## src/rtl/rcfg_tile_pkg.sv

```systemverilog
package rcfg_tile_pkg;
  localparam int DW     = 16;
  localparam int NLINK  = 4;
  localparam int SEL_W  = $clog2(NLINK);
  localparam int DLY_W  = 2;
  localparam int SH_W   = 5;

  typedef enum logic [SEL_W-1:0] {
    LNK_N = 2'd0,
    LNK_E = 2'd1,
    LNK_S = 2'd2,
    LNK_W = 2'd3
  } link_e;

  // Declared MSB first: out_en occupies the top bits, sel_a the bottom.
  typedef struct packed {
    logic [NLINK-1:0] out_en;
    logic [DW-1:0]    konst;
    logic [SH_W-1:0]  shamt;
    logic             use_k;
    logic [DLY_W-1:0] dly_b;
    logic [DLY_W-1:0] dly_a;
    logic             neg_b;
    logic             neg_a;
    link_e            sel_b;
    link_e            sel_a;
  } tile_cfg_t;

  localparam int CFG_W = $bits(tile_cfg_t);
endpackage

```

## src/rtl/rcfg_link_mux.sv

```systemverilog
module rcfg_link_mux #(
  parameter int W = 16,
  parameter int N = 4,
  localparam int SW = $clog2(N)
) (
  input  logic [N-1:0][W-1:0] din,
  input  logic [SW-1:0]       sel,
  output logic [W-1:0]        dout
);
  always_comb begin
    dout = '0;
    for (int i = 0; i < N; i++) begin
      if (sel == SW'(i)) dout = din[i];
    end
  end
endmodule

```

## src/rtl/rcfg_delay_line.sv

```systemverilog
module rcfg_delay_line #(
  parameter int W     = 16,
  parameter int DEPTH = 3,
  parameter int DW_SEL = 2
) (
  input  logic              clk,
  input  logic              rst,
  input  logic [W-1:0]      din,
  input  logic [DW_SEL-1:0] dly,
  output logic [W-1:0]      dout
);
  logic [W-1:0] stg [DEPTH];

  // Data stages carry no reset so they can map onto shift-register cells.
  always_ff @(posedge clk) stg[0] <= din;

  for (genvar s = 1; s < DEPTH; s++) begin : g_stage
    always_ff @(posedge clk) stg[s] <= stg[s-1];
  end

  always_comb begin
    dout = din;
    for (int s = 0; s < DEPTH; s++) begin
      if (int'(dly) == s + 1) dout = stg[s];
    end
    if (int'(dly) > DEPTH) dout = stg[DEPTH-1];
  end

  assert_tap_one_R4: assert property (@(posedge clk) disable iff (rst)
    (dly == DW_SEL'(1)) |-> (dout == $past(din)));
endmodule

```

## src/rtl/rcfg_addsub.sv

```systemverilog
module rcfg_addsub #(
  parameter int W = 16
) (
  input  logic [W-1:0] a,
  input  logic [W-1:0] b,
  input  logic         neg_a,
  input  logic         neg_b,
  output logic [W-1:0] y
);
  logic [W-1:0] a_s, b_s, both_neg;

  always_comb begin
    a_s = neg_a ? (~a + W'(1)) : a;
    b_s = neg_b ? (~b + W'(1)) : b;
    y   = a_s + b_s;
  end

  always_comb begin
    both_neg = W'(0) - (a + b);
    if (neg_a && neg_b) begin
      assert_neg_both_R3: assert (y == both_neg);
    end
  end
endmodule

```

## src/rtl/rcfg_shift_mul.sv

```systemverilog
module rcfg_shift_mul #(
  parameter int W    = 16,
  parameter int SH_W = 5
) (
  input  logic [W-1:0]    a,
  input  logic [W-1:0]    b,
  input  logic            use_k,
  input  logic [W-1:0]    konst,
  input  logic [SH_W-1:0] shamt,
  output logic [W-1:0]    y
);
  localparam int PW = 2 * W;

  logic [W-1:0]          b_eff;
  logic [SH_W-1:0]       sh_c;
  logic signed [PW-1:0]  prod;
  logic signed [PW-1:0]  scaled;

  always_comb begin
    b_eff  = use_k ? konst : b;
    sh_c   = (int'(shamt) > W) ? SH_W'(W) : shamt;
    prod   = PW'($signed(a)) * PW'($signed(b_eff));
    scaled = prod >>> sh_c;
    y      = scaled[W-1:0];
  end

  always_comb begin
    if (use_k && konst == '0) begin
      assert_const_zero_R6: assert (y == '0);
    end
    if (!use_k && b == W'(1) && shamt == '0) begin
      assert_unit_gain_R5: assert (y == a);
    end
  end
endmodule

```

## src/rtl/rcfg_tile.sv

```systemverilog
module rcfg_tile
  import rcfg_tile_pkg::*;
#(
  parameter bit IS_MULT = 1'b0,
  parameter int MAX_DLY = 3
) (
  input  logic             clk,
  input  logic             rst,
  input  logic             cfg_load,
  input  logic [CFG_W-1:0] cfg_word,
  input  logic [DW-1:0]    lnk_n_i,
  input  logic [DW-1:0]    lnk_e_i,
  input  logic [DW-1:0]    lnk_s_i,
  input  logic [DW-1:0]    lnk_w_i,
  output logic [DW-1:0]    lnk_n_o,
  output logic [DW-1:0]    lnk_e_o,
  output logic [DW-1:0]    lnk_s_o,
  output logic [DW-1:0]    lnk_w_o
);
  tile_cfg_t                 cfg_q;
  logic [NLINK-1:0][DW-1:0]  lnk_vec;
  logic [NLINK-1:0][DW-1:0]  out_q;
  logic [DW-1:0]             op_a, op_b, tap_a, tap_b, fu_y;

  assign lnk_vec = {lnk_w_i, lnk_s_i, lnk_e_i, lnk_n_i};

  always_ff @(posedge clk) begin
    if (rst)           cfg_q <= '0;
    else if (cfg_load) cfg_q <= tile_cfg_t'(cfg_word);
  end

  rcfg_link_mux #(.W(DW), .N(NLINK)) u_mux_a (
    .din(lnk_vec), .sel(cfg_q.sel_a), .dout(op_a));
  rcfg_link_mux #(.W(DW), .N(NLINK)) u_mux_b (
    .din(lnk_vec), .sel(cfg_q.sel_b), .dout(op_b));

  rcfg_delay_line #(.W(DW), .DEPTH(MAX_DLY), .DW_SEL(DLY_W)) u_dly_a (
    .clk(clk), .rst(rst), .din(op_a), .dly(cfg_q.dly_a), .dout(tap_a));
  rcfg_delay_line #(.W(DW), .DEPTH(MAX_DLY), .DW_SEL(DLY_W)) u_dly_b (
    .clk(clk), .rst(rst), .din(op_b), .dly(cfg_q.dly_b), .dout(tap_b));

  if (IS_MULT) begin : g_mul
    rcfg_shift_mul #(.W(DW), .SH_W(SH_W)) u_fu (
      .a(tap_a), .b(tap_b), .use_k(cfg_q.use_k), .konst(cfg_q.konst),
      .shamt(cfg_q.shamt), .y(fu_y));
  end else begin : g_add
    rcfg_addsub #(.W(DW)) u_fu (
      .a(tap_a), .b(tap_b), .neg_a(cfg_q.neg_a), .neg_b(cfg_q.neg_b),
      .y(fu_y));
  end

  always_ff @(posedge clk) begin
    if (rst) begin
      out_q <= '0;
    end else begin
      for (int i = 0; i < NLINK; i++) begin
        out_q[i] <= cfg_q.out_en[i] ? fu_y : '0;
      end
    end
  end

  assign lnk_n_o = out_q[0];
  assign lnk_e_o = out_q[1];
  assign lnk_s_o = out_q[2];
  assign lnk_w_o = out_q[3];

  // Assertions
  assert_reset_clear_R1: assert property (@(posedge clk) disable iff (rst)
    $past(rst) |-> (lnk_n_o == '0 && lnk_e_o == '0 &&
                    lnk_s_o == '0 && lnk_w_o == '0 && cfg_q == '0));

  for (genvar i = 0; i < NLINK; i++) begin : g_chk
    assert_unsel_zero_R7: assert property (@(posedge clk) disable iff (rst)
      (!$past(rst) && !$past(cfg_q.out_en[i])) |-> (out_q[i] == '0));
  end

  assert_fanout_equal_R7: assert property (@(posedge clk) disable iff (rst)
    (!$past(rst) && $past(cfg_q.out_en[0]) && $past(cfg_q.out_en[2]))
      |-> (lnk_n_o == lnk_s_o));

  assert_result_latency_R8: assert property (@(posedge clk) disable iff (rst)
    (!$past(rst) && $past(cfg_q.out_en[1])) |-> (lnk_e_o == $past(fu_y)));

  assert_cfg_hold_R9: assert property (@(posedge clk) disable iff (rst)
    (!$past(rst) && !$past(cfg_load)) |-> $stable(cfg_q));

  assert_cfg_take_R9: assert property (@(posedge clk) disable iff (rst)
    (!$past(rst) && $past(cfg_load)) |-> (cfg_q == $past(cfg_word)));
endmodule

```

## config.mk

```make
export PLATFORM = sky130hd
export DESIGN_NAME = rcfg_tile
export DESIGN_NICKNAME = d
export VERILOG_FILES = /design/src/rtl/rcfg_tile_pkg.sv /design/src/rtl/rcfg_link_mux.sv /design/src/rtl/rcfg_delay_line.sv /design/src/rtl/rcfg_addsub.sv /design/src/rtl/rcfg_shift_mul.sv /design/src/rtl/rcfg_tile.sv
export SDC_FILE = /design/constraint.sdc
export NUM_CORES = 1
export LEC_CHECK = 0
export CAP_MARGIN = 5
export CELL_PAD_IN_SITES_DETAIL_PLACEMENT = 2
export CELL_PAD_IN_SITES_GLOBAL_PLACEMENT = 2
export CORE_AREA = 2 2 152 154
export CTS_CLUSTER_DIAMETER = 100
export DETAILED_ROUTE_END_ITERATION = 16
export DIE_AREA = 0 0 154 156
export PLACE_DENSITY_LB_ADDON = 0.1
export SLEW_MARGIN = 20
export SYNTH_ARGS = -nofsm -noshare
export SYNTH_HDL_FRONTEND = slang
export SYNTH_SLANG_ARGS = --single-unit
```

## constraint.sdc

```tcl
create_clock -name clk -period 5.2 [get_ports clk]
set_input_delay 0.78 -clock clk [delete_from_list [all_inputs] [get_ports clk]]
set_output_delay 0.78 -clock clk [all_outputs]
set_load 0.01 [all_outputs]
```

==> run summary <==
Antenna Nets Post-Route: 0
Crit Path Max Fanout: 4
crit path DAT: 5250 ps
WL final: 21.2 mm
Reg-to-Reg End: lnk_s_o[15]$_SDFF_PP0_
mapped cell area: 0.00708 sq mm
Layout area overhead: 37.1%
min-delay src: u_dly_a.stg[0][29]$_DFF_P_
die height: 156 um
Critical R2R Launch: cfg_q[0]$_SDFFE_PP0P_
crit-path most repeated cell: mux4_2
status: finished clean
share of layout cells above drive strength 1: 19.0%
Required @ worst endpoint: 5530 ps
max cap viols: 0
P_leak: 0.00373 uW
number of port buffers: 144
commonest non-fill, non-tap cell in the layout: dfxtp_1
drt first pass iters: 4
Syn Area/Cell: 11.6 sq um
Post-Syn Nets: 729
CTS tree: done
drt via density: 4.91
initial core utilization: 31.6%
distinct cell type count of the synthesized netlist: 51
VDD IR max: 0.223 mV
RSZ-0062 raised after global routing: no
Post-DP HPWL: 17.2 mm
PwrDens: 412 mW/mm^2
GRT Util Overall: 18.1%
routability congestion estimate: 0.722
cells along the critical path: clkdlybuf4s50_1 -> mux4_2 -> mux4_2 -> nor4_4 -> nand3b_1 -> or3_1 -> buf_4 -> o21ai_1 -> xnor2_1 -> ha_1 -> nand4_1 -> or2_1 -> a21boi_0 -> o41a_1 -> xnor3_2 -> nor2_1
WS Path Type: input pin to flop
worst-margin pin slew: 983 ps
largest buffer count on any clock path: 2
largest net degree at the start of global routing: 22
final clock skew: 9.34 ps
most frequent cells in the layout: dfxtp_1, clkdlybuf4s50_1, nor2_1
hold bufs inserted after CTS: 0
endpoints failing setup: 0
vias in the first global route: 6,038
crit path time final: 4910 ps
global-route wire length before repair: 33.7 mm
Clock Latency Late Sink: 420 ps
Final Slew Violations: 0
Mapped Cells: 608
Placeable Area: 0.0224 sq mm
clk slew on worst S/H paths: 70 ps
initial antenna violation count: 0
Post-synth EDFFs: 0
slowest CP cell: mux4_2
register bit count reported by yosys: 174
Die X: 154 um
Root Buffer: clkbuf_16
routed len/inst: 19.5 um
reg2reg path depth: 15
HP Class: flop to flop
Remaining Overflow, GRT: 0
post-synthesis async set-or-reset flop share: 0%
ant diodes: 0
Worst setup SP type: input pin
setup slack, reg-to-reg: 370 ps
slowest cell delay on critical path: 550 ps
CTS buffer count: 17
Slew HR: 34.5%
Seq/Total Area, Yosys: 49.2%
Synth warnings: 0
leading area contributor after synthesis: dfxtp_1
Synth top area share: 49.2%
Final #Nets: 906
f_max: 203 MHz
ys flop type: dfxtp_1
number of remaining DRC errors: 0
Hold Crit Depth: 0
io pins: 167
WHS: 345 ps
setup ws final: 286 ps
hold worst-path end: u_dly_a.stg[0][45]$_DFF_P_
vias: 5,319
die area: 0.0240 sq mm
Sink Count: 174
period utilisation layout: 94.5%
Post-Place Setup Slack: -281 ps
DR iter-0 viols: 135
final hold violations: 0
endpoint type of the worst setup path: flop
largest cells by area after synthesis: dfxtp_1, mux4_2, nor2_1
H-tree depth: 4
num rows: 55
[sequential cells by signal, indices dropped and copies added, names as in the netlist]
signal       cells
u_dly_a.stg     48
u_dly_b.stg     48
lnk_e_o         16
lnk_n_o         16
lnk_s_o         16
lnk_w_o         16
cfg_q           14
[power by group]
| part | leakage (uW) | total (uW) | switching, uW | internal [uW] |
|---|---|---|---|---|
| registers | 0.00144 | 1530 | 61.1 | 1470 |
| logic | 0.00199 | 1180 | 606 | 573 |
| clock network | 0.000287 | 1290 | 556 | 733 |
[worst max-delay path: cells and delay by family]
kind,cells,cell delay (ps)
compound gates,3,630
xor+xnor,2,560
fa+ha+maj,1,350
buf+inv,2,600
mux,2,1050
simple gates,6,1280
[area by class of cell]
| class | count | area, sq um |
|---|---|---|
| tap | 285 | 357 |
| clock inverter | 13 | 153 |
| inverter | 11 | 41.3 |
| clock buffer | 19 | 443 |
| timing repair buffer | 193 | 1810 |
| fill | 2281 | 12700 |
| multi-input combinational | 388 | 3420 |
| sequential | 174 | 3480 |
[cells in the mapped netlist, types with 5 or more instances]
library cell / instances
o21ai_0: 7
xnor2_1: 22
o21ai_1: 12
a22o_1: 11
mux2_2: 13
ha_1: 17
inv_1: 11
nor2b_1: 6
a21oi_1: 15
mux4_2: 48
a211oi_1: 5
nand3_1: 10
dfxtp_1: 174
or3_1: 8
mux2i_1: 15
clkbuf_1: 24
o211ai_1: 5
a21o_1: 5
nor3_1: 13
nor2_1: 86
nand2_1: 22
nand2b_1: 10
xor2_1: 17
buf_1: 6
[worst max path at each step]
stage	start	to	slack, ps
after floorplan	lnk_w_i[4]	lnk_e_o[15]$_SDFF_PP0_	490
final	lnk_w_i[4]	lnk_s_o[15]$_SDFF_PP0_	290
after global placement	lnk_e_i[4]	lnk_e_o[15]$_SDFF_PP0_	-160
after detailed placement	lnk_w_i[4]	lnk_s_o[15]$_SDFF_PP0_	-280
after CTS	lnk_w_i[4]	lnk_s_o[15]$_SDFF_PP0_	130
after global routing	lnk_w_i[4]	lnk_s_o[15]$_SDFF_PP0_	30
[logic make-up after synthesis]
family          after synthesis  share of synthesized area (%)
flops                       174                           49.2
simple gates                170                           11.4
compound gates               81                           8.29
mux                          79                           19.9
buf+inv                      46                           2.71
xor+xnor                     40                           5.16
fa+ha+maj                    18                           3.29
[timing repair]
item | CTS | global route
setup endpoints to repair | 0 | 4
gates resized for setup | 0 | 3
setup buffers | 0 | 1
[per-layer routing]
metal / global-route usage [%] / vias to the layer above / share of wire (%)
li1: - / 2521 / -
met1: 21.6 / 2672 / 44
met2: 33.8 / 115 / 52
met3: 3.58 / 11 / 3.4
met4: 4.01 / 0 / 1.0
met5: 0 / - / 0
[metrics by stage]
stage               total power [uW]  instance area [sq um]  std cells  util, %  setup TNS (ps)
floorplan                       2220                   7080        608        -               0
global placement                2680                   9080       1050     40.6            -617
detailed placement              2740                   9080       1050     40.6           -1220
CTS                             4050                   9680       1082     43.3               0
global route                    4230                   9700       1083     43.4               0
finish                          4000                   9700       1083     43.4               0
(Power assumes the default switching activity.)
